==> config.mk <==
export PLATFORM = sky130hd
export DESIGN_NAME = dma_addr_gen
export DESIGN_NICKNAME = d
export VERILOG_FILES = /design/src/rtl/dma_ag_pkg.sv /design/src/rtl/dma_ag_chan.sv /design/src/rtl/dma_ag_arb.sv /design/src/rtl/dma_addr_gen.sv
export SDC_FILE = /design/constraint.sdc
export NUM_CORES = 1
export LEC_CHECK = 0
export ABC_CLOCK_PERIOD_IN_PS = 9180
export BUFFER_PORTS_ARGS = -buffer_cell sky130_fd_sc_hd__buf_2
export CORE_MARGIN = 2
export CORE_UTILIZATION = 40
export DETAILED_ROUTE_END_ITERATION = 8
export PLACE_DENSITY = 0.58
export SKIP_CTS_REPAIR_TIMING = 1
export SYNTH_ARGS = -nofsm -noshare
export SYNTH_HDL_FRONTEND = slang
export SYNTH_SLANG_ARGS = --single-unit
export TNS_END_PERCENT = 50
==> constraint.sdc <==
create_clock -name clk -period 9.18 [get_ports clk]
set_input_delay 2.295 -clock clk [delete_from_list [all_inputs] [get_ports clk]]
set_output_delay 2.295 -clock clk [all_outputs]
set_load 0.01 [all_outputs]
==> src/rtl/dma_ag_pkg.sv <==
package dma_ag_pkg;

  typedef enum logic [1:0] {
    PICK_NONE = 2'd0,
    PICK_LOC  = 2'd1,
    PICK_REM  = 2'd2
  } pick_e;

  // bytes moved per transfer for the selected data width
  function automatic logic [1:0] xfer_step(input logic wide);
    return wide ? 2'd2 : 2'd1;
  endfunction

endpackage

==> src/rtl/dma_ag_chan.sv <==
module dma_ag_chan
  import dma_ag_pkg::*;
#(
  parameter int ADDR_W = 16,
  parameter int CNT_W  = 16
) (
  input  logic              clk,
  input  logic              rst,
  input  logic              start,
  input  logic [ADDR_W-1:0] addr_init,
  input  logic [CNT_W-1:0]  cnt_init,
  input  logic              wide,
  input  logic              advance,
  output logic              active,
  output logic              last,
  output logic [ADDR_W-1:0] addr,
  output logic              done
);

  logic [CNT_W-1:0]  cnt_q;
  logic [CNT_W-1:0]  step_c;
  logic [ADDR_W-1:0] step_a;

  assign step_c = CNT_W'(xfer_step(wide));
  assign step_a = ADDR_W'(xfer_step(wide));
  assign active = (cnt_q != '0);
  assign last   = (cnt_q <= step_c);

  always_ff @(posedge clk) begin
    if (rst) begin
      addr  <= '0;
      cnt_q <= '0;
      done  <= 1'b0;
    end else begin
      done <= advance && last && !start;
      if (start) begin
        addr  <= addr_init;
        cnt_q <= cnt_init;
      end else if (advance) begin
        addr  <= addr + step_a;
        cnt_q <= last ? '0 : (cnt_q - step_c);
      end
    end
  end


  done_follows_adv_chk: assert property (@(posedge clk) disable iff (rst)
    done |-> $past(advance));


  addr_step_chk: assert property (@(posedge clk) disable iff (rst)
    (advance && !start) |=> (addr == ADDR_W'($past(addr) + $past(step_a))));


  reload_chk: assert property (@(posedge clk) disable iff (rst)
    start |=> (addr == $past(addr_init)));

endmodule

==> src/rtl/dma_ag_arb.sv <==
module dma_ag_arb
  import dma_ag_pkg::*;
#(
  parameter int BURST_LEN = 4
) (
  input  logic  clk,
  input  logic  rst,
  input  logic  loc_want,
  input  logic  rem_want,
  input  logic  loc_last,
  output pick_e pick
);

  localparam int BEAT_W = (BURST_LEN > 2) ? $clog2(BURST_LEN) : 1;
  localparam logic [BEAT_W-1:0] LAST_BEAT = BEAT_W'(BURST_LEN - 1);

  logic [BEAT_W-1:0] beat_q;
  logic              slot_q;
  logic              burst_end;

  always_comb begin
    if (slot_q && rem_want)  pick = PICK_REM;
    else if (loc_want)       pick = PICK_LOC;
    else if (rem_want)       pick = PICK_REM;
    else                     pick = PICK_NONE;
  end

  assign burst_end = (pick == PICK_LOC) && ((beat_q == LAST_BEAT) || loc_last);

  always_ff @(posedge clk) begin
    if (rst) begin
      beat_q <= '0;
      slot_q <= 1'b0;
    end else begin
      slot_q <= burst_end;
      if (pick == PICK_LOC) beat_q <= burst_end ? '0 : (beat_q + BEAT_W'(1));
      else                  beat_q <= '0;
    end
  end


  burst_hold_chk: assert property (@(posedge clk) disable iff (rst)
    ($past(pick == PICK_LOC) && !$past(burst_end) && loc_want) |-> (pick == PICK_LOC));


  rem_slot_chk: assert property (@(posedge clk) disable iff (rst)
    ($past(burst_end) && rem_want) |-> (pick == PICK_REM));


  loc_prio_chk: assert property (@(posedge clk) disable iff (rst)
    (loc_want && rem_want && !$past(burst_end)) |-> (pick == PICK_LOC));

endmodule

==> src/rtl/dma_addr_gen.sv <==
module dma_addr_gen
  import dma_ag_pkg::*;
#(
  parameter int ADDR_W    = 16,
  parameter int CNT_W     = 16,
  parameter int BURST_LEN = 4
) (
  input  logic                  clk,
  input  logic                  rst,
  input  logic                  cfg_wide,
  input  logic                  cfg_combined,
  input  logic                  loc_start,
  input  logic [ADDR_W-1:0]     loc_addr_init,
  input  logic [CNT_W-1:0]      loc_cnt_init,
  input  logic                  loc_req,
  output logic                  loc_gnt,
  output logic                  loc_done,
  input  logic                  rem_start,
  input  logic [ADDR_W-1:0]     rem_addr_init,
  input  logic [CNT_W-1:0]      rem_cnt_init,
  input  logic                  rem_req,
  output logic                  rem_gnt,
  output logic                  rem_done,
  output logic                  mem_valid,
  output logic [2*ADDR_W-1:0]   mem_addr
);

  localparam int NCH  = 2;
  localparam int BUSW = 2 * ADDR_W;

  logic [NCH-1:0]    start_v, adv_v, act_v, last_v, done_v;
  logic [ADDR_W-1:0] ainit_v [NCH];
  logic [CNT_W-1:0]  cinit_v [NCH];
  logic [ADDR_W-1:0] addr_v  [NCH];
  logic              loc_want, rem_want;
  pick_e             pick;
  logic [BUSW-1:0]   addr_next;

  assign start_v    = {rem_start, loc_start};
  assign ainit_v[0] = loc_addr_init;
  assign ainit_v[1] = rem_addr_init;
  assign cinit_v[0] = loc_cnt_init;
  assign cinit_v[1] = rem_cnt_init;
  assign adv_v      = {pick == PICK_REM, pick == PICK_LOC};

  for (genvar g = 0; g < NCH; g++) begin : g_chan
    dma_ag_chan #(.ADDR_W(ADDR_W), .CNT_W(CNT_W)) u_chan (
      .clk       (clk),
      .rst       (rst),
      .start     (start_v[g]),
      .addr_init (ainit_v[g]),
      .cnt_init  (cinit_v[g]),
      .wide      (cfg_wide),
      .advance   (adv_v[g]),
      .active    (act_v[g]),
      .last      (last_v[g]),
      .addr      (addr_v[g]),
      .done      (done_v[g])
    );
  end

  assign loc_want = loc_req && act_v[0];
  assign rem_want = rem_req && act_v[1] && !cfg_combined;

  dma_ag_arb #(.BURST_LEN(BURST_LEN)) u_arb (
    .clk      (clk),
    .rst      (rst),
    .loc_want (loc_want),
    .rem_want (rem_want),
    .loc_last (last_v[0]),
    .pick     (pick)
  );

  always_comb begin
    unique case (pick)
      PICK_LOC: addr_next = cfg_combined ? {addr_v[1], addr_v[0]}
                                         : {{ADDR_W{1'b0}}, addr_v[0]};
      PICK_REM: addr_next = {{ADDR_W{1'b0}}, addr_v[1]};
      default:  addr_next = '0;
    endcase
  end

  always_ff @(posedge clk) begin
    if (rst) begin
      loc_gnt   <= 1'b0;
      rem_gnt   <= 1'b0;
      mem_valid <= 1'b0;
      mem_addr  <= '0;
    end else begin
      loc_gnt   <= (pick == PICK_LOC);
      rem_gnt   <= (pick == PICK_REM);
      mem_valid <= (pick != PICK_NONE);
      mem_addr  <= addr_next;
    end
  end

  assign loc_done = done_v[0];
  assign rem_done = done_v[1];


  one_gnt_chk: assert property (@(posedge clk) disable iff (rst)
    $onehot0({loc_gnt, rem_gnt}));


  valid_match_chk: assert property (@(posedge clk) disable iff (rst)
    mem_valid == (loc_gnt || rem_gnt));


  comb_no_rem_chk: assert property (@(posedge clk) disable iff (rst)
    $past(cfg_combined) |-> !rem_gnt);


  loc_done_gnt_chk: assert property (@(posedge clk) disable iff (rst)
    loc_done |-> loc_gnt);


  rem_done_due_chk: assert property (@(posedge clk) disable iff (rst)
    (pick == PICK_REM && last_v[1] && !rem_start) |=> rem_done);

endmodule

# Yosys cells after proc, flatten, opt, wreduce, memory -nomap -nowiden
# Index checks and enable logic that the tools add are counted.
# word_totals
latchBits	0
memories	0
out_inout_bits	37
ramBits	0
reg_bits	104
mem_bits_ro	0
# classes
shifts	0
n_eq_ne	3
n_div	0
addsub	5
order_cmp	2
mul	0
n_mux	16
reduce_logical	19
bitwise	1
# ops
operator	count
$mux 16	10
$pmux 32 s2	1
$add 16x2->16	2
$le 16x2->1	2
$mux 32	1
$reduce_bool 16->1	2
$sub 16x2->16	2
$logic_and 1x1->1	9
$mux 2	4
$reduce_bool 2->1	3
$eq 2x2->1 const B	2
$logic_not 1->1	3
$reduce_or 3->1	1
$add 2x1->2 const B	1
$eq 2x1->1 const B	1
$logic_or 1x1->1	1
$not 1->1	1

# Depth between registers and ports, before layout
# Gate-level depths: netlist of the first run.
# depth
word_depth	9
ltp_mapped	12

# Modules after synthesis
# Synthesis of the first run repeated with hierarchy kept, for this count alone.
# hier_totals
hier_cells	574
area_unflattened_um2	5046.1
# modules_own_cells
module	n_inst	cells_each	area_each_um2
dma_ag_chan (g_chan[0].u_chan)	1	230	1901.8
dma_ag_chan (g_chan[1].u_chan)	1	229	1886.8
dma_addr_gen	1	103	1119.8
dma_ag_arb	1	12	137.6

# Worst setup path before layout of the first run
# No wires, ideal clock.
# synth_path
path_type	input port to flip-flop
from	input port cfg_wide
to	register g_chan[1].u_chan.cnt_q[8]
n_path_buf	0
cell_stages	8
setup_ns	0.122
path_slack_ns	4.590
arrival_ns	4.468
t_required_ns	9.058
cell_sequence	inv_1 -> ha_1 -> inv_1 -> fa_1 -> a2111oi_2 -> a21oi_1 -> and3_1 -> a221o_1
# synth_between
elab_chain_cells	5
word_cells_on_any_way	6
cone_classes	1 x add/sub; 1 x order compare; 4 x mux
# synth_lines
element	line_no	text
start: declaration	dma_addr_gen.sv:10	input logic cfg_wide,
$mux 2 (*)	dma_ag_pkg.sv:11	return wide ? 2'd2 : 2'd1;
$sub 16x2->16 / $le 16x2->1 (equally long branches)	dma_ag_chan.sv:41, dma_ag_chan.sv:27	
$mux 16 (*)	dma_ag_chan.sv:41	cnt_q <= last ? '0 : (cnt_q - step_c);
$mux 16 (*)	dma_ag_chan.sv:39	end else if (advance) begin
$mux 16 (*)	dma_ag_chan.sv:36	if (start) begin
end signal: assignment	dma_ag_chan.sv:38	cnt_q <= cnt_init;
end signal: assignment	dma_ag_chan.sv:41	
end: declaration	dma_ag_chan.sv:20	logic [CNT_W-1:0] cnt_q;
# Every way passes the cells marked *; elsewhere a longest branch is shown, timed or not. The select of a mux whose other input is x is not followed.
# A chain may end at the register's enable or synchronous reset.

# Worst setup path after layout of the first run
# Same ends and word-level chain as after synthesis.

==> summary.md, run 1 <==
| Metric | Value |
|---|---|
| Synth area leader | dfxtp_1 |
| Simple-gate share of the synthesized area | 24.3% |
| Via density | 5.52 |
| Crit path DAT | 4.94 ns |
| Finished Cell Area | 6190 um2 |
| Flop-to-flop setup slack | 5.82 ns |
| Final setup fails | 0 |
| Row cnt | 41 |
| Routed WL per cell | 16.1 um |
| Multi-input logic area | 2880 um2 |
| Die X | 118 um |
| MaxCap Viol Count | 0 |
| RR Endpoint | mem_addr[4] |
| Power Total | 1.17 mW |
| Syn nets | 679 |
| Synth area leaders | dfxtp_1 (40%), nor2_1 (4.5%), nand2_1 (3.0%) |
| Pre-antenna DRT Iters | 4 |
| Seq. cell area | 2080 um2 |
| Hold Crit Class | flop to flop |
| Compound-cell area share of the yosys netlist | 20.0% |
| Pleak | 2.48 nW |
| Crit-path cells | buf_2 > inv_1 > ha_1 > inv_1 > fa_1 > a2111oi_2 > a21oi_1 > and3_1 > a221o_1 |
| First-pass GRT wire length | 23000 um |
| Final count of hold timing violations | 0 |
| Vias in the first global route | 4701 |
| Sequential share of the synthesized area | 40.0% |
| WHS Endpoint | u_arb.beat_q[0] |
| Initial antenna violation count | 0 |
| R2R cell count | 6 |
| Setup WS pre-CTS | 4.10 ns |
| Required @ worst endpoint | 9.42 ns |
| Yosys warning total | 0 |
| Area grow syn2layout | 18.9% |
| Synth Flop Type | dfxtp_1 |
| DRC Markers | 0 |
| Slew HR | 23.4% |
| CP endpoint kind | flop |
| Ant diodes | 0 |
| Layout cells sized above 1 | 20.7% |
| Placed instance count | 842 |
| Multiplexer area fraction after synthesis | 2.11% |
| Fin. max-slew vios | 0 |
| Status | complete, no violations |
| TNS Setup | 0 ns |
| Die area | 14000 um2 |
| Crit start category | input pin |
| Critical path peak fanout | 10 |
| Worst Tran Pin Value | 1.14 ns |
| DRT iter0 DRCs | 322 |
| Hold Path Cell Cnt | 1 |
| Post-Synthesis Cell Area | 5210 um2 |
| Clk buf depth | 2 |
| Setup CP Type | input pin to flop |
| Floorplan Core Area | 12700 um2 |
| Clk_lat worst skew | 0.35 ns |
| Critical R2R Launch | g_chan[0].u_chan.cnt_q[11] |
| Grt total ovfl | 0 |
| Post-DP HPWL | 9980 um |
| Starting Density | 41.1% |
| Final hold slack | 0.431 ns |
| Largest family of logic cells by synthesized area | simple AND/OR/NAND/NOR gates |
| Most common cell after layout, fill and taps aside | buf_2 |
| Dpl cell area | 5820 um2 |
| Synth Area in XOR/XNOR | 5.04% |
| Die Height | 118 um |
| Synthesized instance count | 594 |
| DRT antenna net count | 0 |
| Clk slew on worst S/H paths | 0.07 ns |
| Peak VDD IR | 105 uV |
| Most frequent cells in the layout | buf_2 (108), dfxtp_1 (104), nor2_1 (62) |
| CTS tree | yes |
| Hold wc startpoint | u_arb.beat_q[0] |
| Unrepaired setup endpoints after global routing | no |
| Core Util, Final | 48.9% |
| FILL cells | 1296 |
| Routed vias | 4734 |
| DRT Wirelength | 13800 um |
| Clock root buffer | clkbuf_16 |
| Power Density | 189 nW/um2 |
| Post-synth ARST share | 0% |
| Worst setup margin | 4.47 ns |
| All-layer global routing usage | 20.3% |
| Final period utilization | 51.3% |
| Min cycle time layout | 4.71 ns |
| Syn Area/Cell | 8.77 um2 |
| Yosys cell types | 65 |
| CTS Buf Count | 9 |
| Clock Skews | 0.00761 ns |
| Post-synth EDFFs | 0 |
| H-tree depth | 3 |
| Port Buffers | 108 |
| Seq cells post-synth | 104 |
| Largest net degree at the start of global routing | 62 |
| Clock Sinks | 104 |
| Final cell count without fillers | 858 |
| RD Place Congestion | 0.860 |
| Max incr delay on CP | 0.45 ns |
| Adder-cell share of the synthesized area | 3.70% |
| Slowest CP cell | fa_1 |
| Top-level I/O count | 109 |
| Top-area cell type share of the netlist area | 40.0% |
| Final nets | 766 |
| Crit path top cell by count | inv_1 |
| Peak Freq | 213 MHz |
## area by class of cell
type                    instances  share of cell area, %
clock inverters                 5                   2.06
multi-input cells             435                   46.5
flip-flops and latches        104                   33.6
well taps                     172                   3.48
inverters                      21                   1.48
clock buffers                  11                   3.92
repair buffers                110                   8.97
## cells by family (layout without fill, tap and decap cells)
family,after synthesis,in the layout
AND/OR/NAND/NOR,242,242
flip-flops,104,104
buffers and inverters,55,147
AO/OA/AOI/OAI,139,139
adder cells (fa/ha/maj),13,13
XOR/XNOR,30,30
multiplexers,11,11
## power by group
| group | leakage, nW | switching (mW) | internal [mW] | total [mW] |
|---|---|---|---|---|
| Sequential | 0.856 | 0.0311 | 0.480 | 0.511 |
| Clock | 0.176 | 0.172 | 0.302 | 0.474 |
| Combinational | 1.45 | 0.108 | 0.0781 | 0.186 |
## registers in the layout, summed over array words and instances (netlist names)
register	flops
mem_addr	32
u_arb.beat_q	2
g_chan.u_chan.cnt_q	32
loc_gnt	1
mem_valid	1
g_chan.u_chan.addr	32
rem_gnt	1
g_chan.u_chan.done	2
u_arb.slot_q	1
## worst max path at each step
stage                        start                         to  slack (ns)  depth (start not counted)
after floorplan           cfg_wide  g_chan[1].u_chan.cnt_q[8]        4.59                          8
final                     cfg_wide  g_chan[1].u_chan.cnt_q[8]        4.47                          9
after global routing      cfg_wide  g_chan[1].u_chan.cnt_q[8]        4.19                          9
after global placement    cfg_wide  g_chan[1].u_chan.cnt_q[8]        4.21                          9
after CTS                 cfg_wide  g_chan[1].u_chan.cnt_q[8]        4.46                          9
after detailed placement  cfg_wide  g_chan[1].u_chan.cnt_q[8]        4.10                          9
## synth_stat cells (4+ instances only)
| cell | n |
|---|---|
| inv_1 | 20 |
| o21ai_0 | 17 |
| o31a_1 | 4 |
| nor2b_1 | 6 |
| nor3_1 | 22 |
| or3_1 | 11 |
| mux2i_1 | 11 |
| a22o_1 | 16 |
| o22a_1 | 11 |
| buf_2 | 5 |
| a311oi_1 | 6 |
| and3_1 | 5 |
| and2_1 | 20 |
| dfxtp_1 | 104 |
| a21oi_1 | 16 |
| o211ai_1 | 5 |
| or2_2 | 5 |
| and4_1 | 5 |
| nand4_1 | 15 |
| o21a_1 | 6 |
| a211oi_1 | 17 |
| nand2_1 | 42 |
| clkbuf_1 | 22 |
| nand3_1 | 15 |
| nor2_1 | 62 |
| fa_1 | 4 |
| o31ai_1 | 4 |
| xnor2_1 | 15 |
| ha_1 | 9 |
| o311ai_0 | 5 |
| nor4_1 | 21 |
| xor2_1 | 15 |
## worst max-delay path: cells and delay by family
family                     cells  cell delay, ns
AOI/OAI and AO/OA              3            1.07
adders and majority gates      2            0.70
buffers and inverters          3            0.57
and+or+nand+nor                1            0.32
## routing by layer
metal	GRT usage, %	vias to the layer above	share of wire, %
li1	-	2365	-
met3	3.05	14	4.0
met4	8.43	0	1.6
met5	0	-	0
met1	25.9	2243	46
met2	34.1	112	49
No activity file was read; power rests on OpenSTA's default activity.
==> run 2: changes to the inputs <==
Settings changed: ABC_CLOCK_PERIOD_IN_PS 9180 to 4200, PLACE_DENSITY 0.58 to 0.61.
Clock period 9.18 ns to 4.2 ns, I/O delays scaled along.
==> summary.md, run 2 (same netlist as run 1, synthesis figures left out) <==
| Metric | Value |
|---|---|
| Status | complete, no violations |
| Ant diodes | 0 |
| Layout cells sized above 1 | 21.3% |
| Switching pwr | 0.723 mW |
| Die area | 14000 um2 |
| Flop-to-flop setup slack | 0.99 ns |
| Crit start category | input pin |
| Hold Path Cell Cnt | 1 |
| Via density | 5.46 |
| Row cnt | 41 |
| All-layer global routing usage | 20.6% |
| Clock root buffer | clkbuf_16 |
| DRT iter0 DRCs | 305 |
| First-pass GRT wire length | 23400 um |
| Pleak | 2.49 nW |
| Hold wc startpoint | u_arb.beat_q[0] |
| Met3 WL post-DR | 659 um |
| Vias in the first global route | 4638 |
| Sw Share | 29.8% |
| Peak VDD IR | 180 uV |
| Starting Density | 41.1% |
| Port Buffers | 108 |
| Critical path peak fanout | 9 |
| Clk slew on worst S/H paths | 0.08 ns |
| Slowest CP cell | fa_1 |
| Setup CP Type | input pin to flop |
| H-tree depth | 3 |
| Min cycle time layout | 3.35 ns |
| Dpl cell area | 5850 um2 |
| RD Place Congestion | 0.828 |
| P_int | 1.70 mW |
| Max Used Layer | met4 |
| Logic pwr share | 17.0% |
| Crit-path cells | buf_2 > inv_1 > ha_1 > inv_1 > fa_1 > a2111oi_2 > a21oi_1 > and3_1 > a221o_1 |
| Met2 Wirelength | 6630 um |
| DRT met1 WL | 6350 um |
| Slew HR | 35.8% |
| Clk_lat worst skew | 0.36 ns |
| Peak Freq | 298 MHz |
| Largest registers | g_chan.u_chan.addr: 32 flops, g_chan.u_chan.cnt_q: 32 flops, mem_addr: 32 flops |
| Max incr delay on CP | 0.46 ns |
| Clock Sinks | 104 |
| Top-level I/O count | 109 |
| Required @ worst endpoint | 4.45 ns |
| Critical R2R Launch | g_chan[1].u_chan.cnt_q[11] |
| MaxCap Viol Count | 0 |
| Post-DP HPWL | 10100 um |
| Final period utilization | 79.8% |
| R2R cell count | 6 |
| Die X | 118 um |
| Final nets | 771 |
| Clk buf depth | 2 |
| DRT Wirelength | 13900 um |
| Unrepaired setup endpoints after global routing | no |
| Grt total ovfl | 0 |
| CP Launch Point | cfg_wide |
| Power Density | 393 nW/um2 |
| TNS Setup | 0 ns |
| Sequential Power Share | 45.9% |
| RR Endpoint | g_chan[0].u_chan.addr[8] |
| Routed WL per cell | 16.1 um |
| Die Height | 118 um |
| DRC Markers | 0 |
| Buf/Inv on CP | 3 |
| WHS Endpoint | u_arb.beat_q[0] |
| Worst Tran Pin Value | 0.960 ns |
| CTS Buf Count | 9 |
| Finished Cell Area | 6170 um2 |
| Final count of hold timing violations | 0 |
| CP top delay family | compound AO/OA/AOI/OAI gates |
| Largest net degree at the start of global routing | 60 |
| DRT antenna net count | 0 |
| Routed vias | 4715 |
| Clock Skews | 0.0109 ns |
| Clk pwr share | 37.1% |
| CP endpoint kind | flop |
| Area grow syn2layout | 18.5% |
| Hold Crit Class | flop to flop |
| Initial antenna violation count | 0 |
| Fin. max-slew vios | 0 |
| Most common cell after layout, fill and taps aside | buf_2 |
| CTS tree | yes |
| Pre-antenna DRT Iters | 4 |
| Floorplan Core Area | 12700 um2 |
| Final setup fails | 0 |
| Most frequent cells in the layout | buf_2 (108), dfxtp_1 (104), nor2_1 (62) |
| Crit path top cell by count | inv_1 |
| Crit path DAT | 3.60 ns |
run 2: changes by cell type in the layout (fill, tap and decap cells not counted):
cell / before / now
nor3_2: 1 / 0
nor3_1: 21 / 22
inv_8: 0 / 3
bufinv_16: 4 / 1
inv_6: 0 / 1
buf_4: 2 / 7
clkbuf_1: 1 / 0
clkbuf_8: 1 / 0
clkinv_8: 1 / 2
run 2: worst max path at each step:
stage / end / slack [ns] / depth (start not counted)
2_1_floorplan: g_chan[1].u_chan.cnt_q[8] / 0.86 / 8
3_3_place_gp: g_chan[1].u_chan.cnt_q[8] / 0.63 / 9
3_5_place_dp: g_chan[1].u_chan.cnt_q[8] / 0.48 / 9
4_1_cts: g_chan[1].u_chan.cnt_q[8] / 0.85 / 9
5_1_grt: g_chan[1].u_chan.cnt_q[15] / 0.56 / 10
6_report: g_chan[1].u_chan.cnt_q[8] / 0.85 / 9
run 2: through the flow:
| step | util (%) | power [mW] | worst slack, ns | cells | hold WS, ns |
|---|---|---|---|---|---|
| final | 48.7 | 2.43 | 0.848 | 863 | 0.435 |
| after global routing | 48.7 | 2.55 | 0.559 | 863 | 0.453 |
| after CTS | 48.7 | 2.45 | 0.845 | 863 | 0.438 |
| after detailed placement | 46.2 | 1.55 | 0.477 | 847 | 0.424 |
| after global placement | 46.2 | 1.54 | 0.627 | 847 | 0.415 |
| after floorplan | - | 1.42 | 0.855 | 594 | 0.406 |
run 2: area by class of cell:
cell class,count,area [um2]
inverters,21,91.3
repair buffers,115,593
clock inverters,7,96.3
multi-input cells,435,2870
flip-flops and latches,104,2080
fillers,1256,6500
clock buffers,9,225
well taps,172,215
run 2: power by group through the flow:
| stage | registers [mW] | clock network [mW] | logic (mW) |
|---|---|---|---|
| CTS | 1.12 | 0.918 | 0.414 |
| floorplan | 1.12 | 0 | 0.294 |
| finish | 1.11 | 0.900 | 0.412 |
| global placement | 1.14 | 0 | 0.404 |
| global route | 1.13 | 0.965 | 0.464 |
| detailed placement | 1.14 | 0 | 0.411 |
run 2: per-layer routing:
metal	vias up	global-route usage, %
met3	17	3.92
met5	-	0
met2	113	33.9
met4	0	7.23
li1	2371	-
met1	2214	26.8
==> run 3: changes to the inputs <==
Settings changed: ABC_CLOCK_PERIOD_IN_PS 4200 to 3240, PLACE_DENSITY 0.61 to 0.58.
Clock period 4.2 ns to 3.24 ns, I/O delays scaled along.
==> summary.md, run 3 (same netlist as run 1, synthesis figures left out) <==
| Metric | Value |
|---|---|
| Required @ worst endpoint | 3.46 ns |
| Clock Sinks | 104 |
| Clk_lat worst skew | 0.35 ns |
| Vias in the first global route | 4822 |
| Clk slew on worst S/H paths | 0.07 ns |
| Worst Tran Pin Value | 0.746 ns |
| Setup CP Type | input pin to flop |
| TNS Setup | 0 ns |
| Largest net degree at the start of global routing | 61 |
| Pre-antenna DRT Iters | 4 |
| Critical path peak fanout | 6 |
| Die Height | 118 um |
| RD Place Congestion | 0.852 |
| All-layer global routing usage | 20.5% |
| First-pass GRT wire length | 23200 um |
| MaxCap Viol Count | 0 |
| Post-DP HPWL | 10300 um |
| Power Total | 3.13 mW |
| Grt total ovfl | 0 |
| Floorplan Core Area | 12700 um2 |
| Final count of hold timing violations | 0 |
| Clock Skews | 0.00743 ns |
| Final period utilization | 85.4% |
| Crit path DAT | 2.99 ns |
| Via density | 5.42 |
| Final setup fails | 0 |
| Most frequent cells in the layout | buf_2 (108), dfxtp_1 (104), nor2_1 (62) |
| Power Density | 497 nW/um2 |
| Top-level I/O count | 109 |
| CTS Buf Count | 9 |
| Peak VDD IR | 222 uV |
| Starting Density | 41.1% |
| Peak Freq | 361 MHz |
| Initial antenna violation count | 0 |
| Multi-input logic area | 2880 um2 |
| Port Buffers | 108 |
| Ant diodes | 0 |
| CTS tree | yes |
| DRT iter0 DRCs | 282 |
| Largest registers | g_chan.u_chan.addr: 32 flops, g_chan.u_chan.cnt_q: 32 flops, mem_addr: 32 flops |
| Area grow syn2layout | 20.8% |
| Pleak | 2.56 nW |
| Clk buf depth | 2 |
| Crit start category | input pin |
| Routed vias | 4769 |
| Min cycle time layout | 2.77 ns |
| Slew HR | 50.0% |
| Die area | 14000 um2 |
| Seq. cell area | 2080 um2 |
| DRT Wirelength | 14000 um |
| CP endpoint kind | flop |
| Row cnt | 41 |
| Layout cells sized above 1 | 23.3% |
| Unrepaired setup endpoints after global routing | no |
| DRC Markers | 0 |
| Die X | 118 um |
| DRT antenna net count | 0 |
| H-tree depth | 3 |
| Final nets | 788 |
| Hold Crit Class | flop to flop |
| Routed WL per cell | 15.9 um |
| FILL cells | 1251 |
| Clock root buffer | clkbuf_16 |
| Most common cell after layout, fill and taps aside | buf_2 |
| Status | complete, no violations |
| Fin. max-slew vios | 0 |
[run 3: changes by cell type in the layout (fill, tap and decap cells not counted)]
| cell | change |
|---|---|
| buf_4 | +17 |
| clkbuf_8 | +1 |
| clkinv_2 | +1 |
| clkinv_4 | +3 |
| clkinv_8 | -1 |
| inv_6 | -1 |
| inv_8 | -3 |
| nor3_1 | -1 |
| nor3_2 | +1 |
[run 3: path summary, 6_finish.rpt]
path | from | to | slack (ns) | cells past startpoint
worst max-delay path | cfg_wide | g_chan[1].u_chan.cnt_q[13] | 0.47 | 11
worst min-delay path | u_arb.beat_q[0] | u_arb.beat_q[0] | 0.46 | 1
worst max register to register | g_chan[1].u_chan.cnt_q[8] | g_chan[0].u_chan.cnt_q[7] | 0.59 | 6
worst min register to register | u_arb.beat_q[0] | u_arb.beat_q[0] | 0.46 | 1
[run 3: power breakdown]
group          internal [mW]  switching (mW)  total [mW]
combinational          0.246           0.314       0.560
clock                  0.623           0.499        1.12
sequential              1.36          0.0888        1.45
total                   2.23           0.902        3.13
[run 3: area by class of cell]
class / instances / area share [%]
multi-input cells: 435 / 45.7
flip-flops and latches: 104 / 33.1
repair buffers: 132 / 11.5
clock buffers: 10 / 3.80
well taps: 172 / 3.42
inverters: 21 / 1.45
clock inverters: 6 / 1.09
[run 3: per-stage QoR]
stage | setup WS [ns] | hold slack (ns) | utilization [%] | area [um2] | instances
after global routing | 0.276 | 0.494 | 49.7 | 6290 | 880
after detailed placement | 0.0724 | 0.441 | 47.2 | 5980 | 864
after floorplan | 0.135 | 0.406 | - | 5210 | 594
after CTS | 0.0611 | 0.453 | 49.6 | 6290 | 880
after global placement | 0.136 | 0.415 | 47.2 | 5980 | 864
final | 0.472 | 0.464 | 49.7 | 6290 | 880
[run 3: worst max-delay path: stages]
cell	delay, ns
buf_2	0.12
inv_1	0.16
ha_1	0.19
inv_1	0.06
fa_1	0.44
a2111oi_2	0.37
a21oi_1	0.24
buf_4	0.20
o31a_1	0.09
o21ai_0	0.14
o311ai_0	0.14
[run 3: metal layers]
| metal | GRT usage, % | part of all wire (%) | vias up |
|---|---|---|---|
| li1 | - | - | 2409 |
| met1 | 25.5 | 46 | 2207 |
| met2 | 34.7 | 48 | 132 |
| met3 | 3.83 | 4.5 | 21 |
| met4 | 8.06 | 1.8 | 0 |
| met5 | 0 | 0 | - |
